File: src/rtl/rx_err_pkg.sv
package rx_err_pkg;
  localparam int unsigned ERR_W     = 10;
  localparam int unsigned BIT_L4    = 9;
  localparam int unsigned BIT_LEN   = 7;
  localparam int unsigned BIT_IP    = 6;
  localparam int unsigned BIT_SYM   = 5;
  localparam int unsigned BIT_CRC   = 4;
  localparam int unsigned BIT_HOVF  = 3;

  typedef struct packed {
    logic phy;
    logic sym;
    logic crc;
    logic align;
  } line_err_t;

  typedef struct packed {
    logic ip_done;
    logic ip_bad;
    logic l4_done;
    logic l4_bad;
  } csum_t;

  typedef struct packed {
    logic store_bad;
    logic fwd_len;
    logic ip_en;
    logic l4_en;
  } cfg_t;
endpackage

File: src/rtl/rx_err_lenchk.sv
module rx_err_lenchk #(
  parameter int unsigned LEN_W  = 16,
  parameter int unsigned MAX_TL = 1500
) (
  input  logic [LEN_W-1:0] type_len,
  input  logic [LEN_W-1:0] payload_len,
  input  logic             fcs_bad,
  output logic             len_err
);
  localparam logic [LEN_W-1:0] TL_LIMIT = LEN_W'(MAX_TL);

  logic is_length;
  logic too_short;

  always_comb begin
    is_length = (type_len <= TL_LIMIT);
    too_short = (type_len > payload_len);
    len_err   = is_length && too_short && !fcs_bad;
  end
endmodule

File: src/rtl/rx_err_classify.sv
module rx_err_classify
  import rx_err_pkg::*;
(
  input  line_err_t        lerr,
  input  csum_t            csum,
  input  cfg_t             cfg,
  input  logic             hdr_ovf,
  input  logic             len_err,
  input  logic             last,
  output logic [ERR_W-1:0] err_field,
  output logic             phy_rep,
  output logic             fwd
);
  logic fcs_bad;
  logic line_bad;
  logic drop_line;
  logic drop_len;

  always_comb begin
    fcs_bad   = lerr.crc | lerr.align;
    line_bad  = fcs_bad | lerr.phy | lerr.sym;
    drop_line = line_bad & ~cfg.store_bad;
    drop_len  = len_err & ~(cfg.fwd_len | cfg.store_bad);

    err_field = '0;
    phy_rep   = 1'b0;
    fwd       = 1'b0;
    if (last) begin
      err_field[BIT_L4]   = cfg.l4_en & csum.l4_done & csum.l4_bad;
      err_field[BIT_IP]   = cfg.ip_en & csum.ip_done & csum.ip_bad;
      err_field[BIT_LEN]  = len_err;
      err_field[BIT_SYM]  = lerr.sym & cfg.store_bad;
      err_field[BIT_CRC]  = fcs_bad & cfg.store_bad;
      err_field[BIT_HOVF] = hdr_ovf;
      phy_rep             = lerr.phy & cfg.store_bad;
      fwd                 = ~(drop_line | drop_len);
    end
  end
endmodule

File: src/rtl/rx_err_filter.sv
module rx_err_filter
  import rx_err_pkg::*;
#(
  parameter int unsigned LEN_W  = 16,
  parameter int unsigned MAX_TL = 1500
) (
  input  logic             clk,
  input  logic             rst_n,
  input  logic             desc_vld,
  input  logic             desc_last,
  input  logic             phy_err,
  input  logic             sym_err,
  input  logic             crc_err,
  input  logic             align_err,
  input  logic             ip_csum_done,
  input  logic             ip_csum_bad,
  input  logic             l4_csum_done,
  input  logic             l4_csum_bad,
  input  logic             hdr_ovf,
  input  logic [LEN_W-1:0] type_len,
  input  logic [LEN_W-1:0] l2_payload_len,
  input  logic             cfg_store_bad,
  input  logic             cfg_fwd_len_err,
  input  logic             cfg_ip_offload,
  input  logic             cfg_l4_offload,
  output logic             desc_done,
  output logic             desc_eop,
  output logic [ERR_W-1:0] desc_err,
  output logic             desc_phy_err,
  output logic             fwd_frame
);
  line_err_t        lerr;
  csum_t            csum;
  cfg_t             cfg;
  logic             len_err;
  logic [ERR_W-1:0] err_nxt;
  logic             phy_nxt;
  logic             fwd_nxt;
  logic             eop_nxt;
  logic             done_nxt;
  logic             load_en;

  always_comb begin
    lerr = '{phy: phy_err, sym: sym_err, crc: crc_err, align: align_err};
    csum = '{ip_done: ip_csum_done, ip_bad: ip_csum_bad,
             l4_done: l4_csum_done, l4_bad: l4_csum_bad};
    cfg  = '{store_bad: cfg_store_bad, fwd_len: cfg_fwd_len_err,
             ip_en: cfg_ip_offload, l4_en: cfg_l4_offload};
  end

  rx_err_lenchk #(.LEN_W(LEN_W), .MAX_TL(MAX_TL)) u_lenchk (
    .type_len    (type_len),
    .payload_len (l2_payload_len),
    .fcs_bad     (crc_err | align_err),
    .len_err     (len_err)
  );

  rx_err_classify u_class (
    .lerr      (lerr),
    .csum      (csum),
    .cfg       (cfg),
    .hdr_ovf   (hdr_ovf),
    .len_err   (len_err),
    .last      (desc_last),
    .err_field (err_nxt),
    .phy_rep   (phy_nxt),
    .fwd       (fwd_nxt)
  );

  always_comb begin
    load_en  = desc_vld;
    done_nxt = desc_vld;
    eop_nxt  = desc_last;
  end

  always_ff @(posedge clk or negedge rst_n) begin
    if (!rst_n) begin
      desc_done <= 1'b0;
    end else begin
      desc_done <= done_nxt;
    end
  end

  always_ff @(posedge clk or negedge rst_n) begin
    if (!rst_n) begin
      desc_eop     <= 1'b0;
      desc_err     <= '0;
      desc_phy_err <= 1'b0;
      fwd_frame    <= 1'b0;
    end else if (load_en) begin
      desc_eop     <= eop_nxt;
      desc_err     <= err_nxt;
      desc_phy_err <= phy_nxt;
      fwd_frame    <= fwd_nxt;
    end
  end
endmodule

File: config.mk
export PLATFORM = sky130hd
export DESIGN_NAME = rx_err_filter
export DESIGN_NICKNAME = d
export VERILOG_FILES = /design/src/rtl/rx_err_pkg.sv /design/src/rtl/rx_err_lenchk.sv /design/src/rtl/rx_err_classify.sv /design/src/rtl/rx_err_filter.sv
export SDC_FILE = /design/constraint.sdc
export NUM_CORES = 1
export LEC_CHECK = 0
export CAP_MARGIN = 5
export CORE_MARGIN = 4
export CORE_UTILIZATION = 32
export CTS_BUF_LIST = sky130_fd_sc_hd__clkbuf_16
export DETAILED_ROUTE_END_ITERATION = 8
export HOLD_SLACK_MARGIN = 0.02
export PLACE_DENSITY = 0.75
export RECOVER_POWER = 50
export SLEW_MARGIN = 20
export SYNTH_ARGS = -nofsm -noshare
export SYNTH_HDL_FRONTEND = slang
export SYNTH_SLANG_ARGS = --single-unit
File: constraint.sdc
create_clock -name clk -period 0.9 [get_ports clk]
set_clock_uncertainty 0.05 [all_clocks]
set_input_delay 0.27 -clock clk [delete_from_list [all_inputs] [get_ports clk]]
set_output_delay 0.27 -clock clk [all_outputs]
set_load 0.03 [all_outputs]
==> results of run 1 <==
## worst reg2reg max path, cell delays in order, from the launching register on
cell	delay (ns)
dfrtp_1	0.40
nand2b_1	0.11
nand2_1	0.07
o31a_1	0.29
## what timing repair did
action / CTS / global route
resized for setup: 149 / 18
setup endpoints to repair: 19 / 13
buffers inserted: 2 / 2
pin swaps: 23 / 12
## cell usage in the layout, fill, tap and decap left out, drive strengths merged, types with 5 or more instances in the layout
master / n
dfrtp: 10
inv: 25
o21ai: 7
nand2: 6
ha: 16
nand3: 5
nand4: 8
buf: 46
a21oi: 7
clkbuf: 8
clkdlybuf4s50: 10
clkdlybuf4s15: 10
## per-layer routing
layer	track usage (%)	vias up	wire length (um)
li1	-	539	-
met5	0	-	0
met4	4.51	0	40
met3	5.95	4	287
met2	30.2	53	1720
met1	17.7	522	1200
## flip-flops by register name, summed over array words and instances (netlist names)
signal and flops:
fwd_frame 1, desc_done 1, desc_err 6, desc_phy_err 1, desc_eop 1
## cell families after synthesis
| logic type | after synthesis | share of synthesized area (%) |
|---|---|---|
| simple gates | 30 | 18.0 |
| buf+inv | 29 | 13.1 |
| compound gates | 22 | 17.4 |
| fa+ha+maj | 16 | 21.2 |
| flops | 10 | 26.5 |
| mux | 3 | 3.32 |
| other cells | 1 | 0.397 |
## per-stage QoR
stage          area, um^2  worst slack, ns  total power, mW  instances  TNS, ns
5_1_grt              2000           -0.664             2.21        220    -3.32
2_1_floorplan        1140           -0.691            0.853        114    -1.22
3_5_place_dp         1810            -1.41             1.26        213    -6.31
4_1_cts              1950           -0.626             2.08        219    -3.07
3_3_place_gp         1810            -1.37             1.24        213    -6.06
6_report             2000           -0.605             2.11        220    -3.05
## worst max path at each step
| stage | end | cells after the start |
|---|---|---|
| CTS | desc_err[7] | 9 |
| floorplan | fwd_frame | 7 |
| detailed placement | fwd_frame | 8 |
| finish | desc_err[7] | 8 |
| global placement | fwd_frame | 8 |
| global route | desc_err[7] | 9 |
## final cells by class
cell class,count,area share (%)
Clock inverter,1,0.188
Multi-Input combinational cell,75,43.0
Sequential cell,10,12.6
Timing Repair Buffer,76,32.4
Inverter,24,6.13
Clock buffer,3,3.75
Tap cell,31,1.94
## power by group through the flow
stage | Sequential, mW | Clock, mW | Combinational, mW
floorplan | 0.550 | 0 | 0.302
global placement | 0.498 | 0 | 0.738
detailed placement | 0.498 | 0 | 0.761
CTS | 0.498 | 0.778 | 0.803
global route | 0.502 | 0.807 | 0.903
finish | 0.500 | 0.773 | 0.833
==> impl_metrics.csv, run 1 <==
group,metric,value,unit
critical_path,timing.rr.end,"fwd_frame",
grt,grt_max_degree,9,
routing,post-route-drc-count,0,
floorplan,io_pins,63,
critical_path,cp-startpoint,"l2_payload_len[12]",
timing,timing.hold.ws,0.311,ns
timing,min_period_over_period,167,%
worst_hold_path,holdCritPathClass,"in2reg",
grt,gr-total-overflow,0,
floorplan,start_util,33.9,%
finish,antennaDiodeCount,0,
grt,grt_use_total,16.5,%
finish,multi_input_area,861,um^2
finish,syn_to_final_growth,112,%
timing,fmax,0.664,GHz
timing,min_period,1.51,ns
worst_hold_path,worstHoldStart,"desc_vld",
power_and_ir_drop,seq_power_share,23.7,%
flow_run,drv_cap,0,
synth,synthTopCellsByCount,"inv_1, ha_1, dfrtp_1",
power_and_ir_drop,comb_power_share,39.6,%
placed_design,gp_congestion,0.759,
finish,register_area,251,um^2
routing,routed_wl,3250,um
synth,netlist_area,943,um^2
clocking,cts_tree,"yes",
clocking,hold_buffers,0,
synth,synth-edff-count,0,
power_and_ir_drop,p_clk_share,36.7,%
critical_path,cp.arrival,1.56,ns
grt,grt_pass1_wl,5460,um
timing,rsz0062_at_grt,"true",
critical_path,worstSetupPathType,"in2reg",
synth,ys_seq_elements,10,
grt,first_global_vias,1246,
synth,synth.largest_area_cell,"dfrtp_1",
critical_path,slowest_stage,"a221o_1",
synth,synth_warnings,0,
synth,synthFlopType,"dfrtp_1",
critical_path,cp_data_required_time,0.96,ns
placed_design,dp_hpwl,2530,um
critical_path,r2r_slack,-0.14,ns
floorplan,row_count,19,
worst_hold_path,whs_endpoint,"desc_done",
finish,layout-drive-gt1-share,54.5,%
power_and_ir_drop,power.density,1050,mW/mm^2
power_and_ir_drop,p_sw_share,28.7,%
clocking,insertion_delay,0.23,ns
timing,setup_viol,12,
power_and_ir_drop,p_leak,0.862,nW
placed_design,io_buffer_count,58,
clocking,clk_pin_slew,0.04,ns
synth,ys_types,29,
grt,antenna_found_initial,0,
synth,syn_avg_cell_area,8.50,um^2
power_and_ir_drop,vdd_ir_drop_max,1230,uV
routing,drtAntennaViolNets,0,
synth,async_flop_share,100,%
critical_path,r2r_cells,3,
synth,yosysMostFrequentCell,"inv_1",
critical_path,r2r-start,"fwd_frame",
critical_path,worst-path-max-fanout,4,
clocking,numCtsBuffers,3,
synth,synthTopCellsByArea,"dfrtp_1, ha_1, inv_1",
routing,drtPass1Iterations,4,
routing,avgRoutedWirePerCell,14.8,um
finish,finalCoreUtilization,72.0,%
clocking,cts-root-buf,"clkbuf_16",
synth,yosysTopAreaCellShare,26.5,%
run_status,violations,"negative setup slack",
synth,seq_area_frac_synth,26.5,%
timing,setup_slack,-0.605,ns
floorplan,die_h,62.3,um
floorplan,die-area,0.00388,mm^2
clocking,cts.sinks,10,
power_and_ir_drop,power.switching,0.604,mW
floorplan,die_w,62.3,um
synth,synthCells,111,
critical_path,start_kind,"primary input",
run_status,status,"finished, violations left",
critical_path,path_cells,"dlygate4sd2_1 -> inv_2 -> ha_4 -> nand4_4 -> nor2_2 -> a221o_1 -> nor3_2 -> o22ai_1",
finish,fill_cells,199,
finish,fin_nets,255,
power_and_ir_drop,p_int,1.50,mW
routing,drt_iter0_markers,22,
worst_hold_path,hold_depth,2,
timing,maxSlewViolCount,0,
routing,route.vias.total,1118,
critical_path,cp_top_family,"compound AO/OA/AOI/OAI gates",
routing,viasPerCell,5.08,
critical_path,crit_path_end_kind,"register",
clocking,cts.path.max_buffers,2,
floorplan,core_area,0.00278,mm^2
critical_path,cpPeakStageDelay,0.35,ns
timing,hold_viol,0,
critical_path,timing.critical_path.buf_inv,2,
clocking,htreeDepth,1,
No activity file was read; power rests on OpenSTA's default activity.
==> run 2, diff against run 1 <==
- ABC_CLOCK_PERIOD_IN_PS: default -> 900
==> results of run 2 <==
Same layout as run 1: the final DEF is identical, and so are final timing and power.
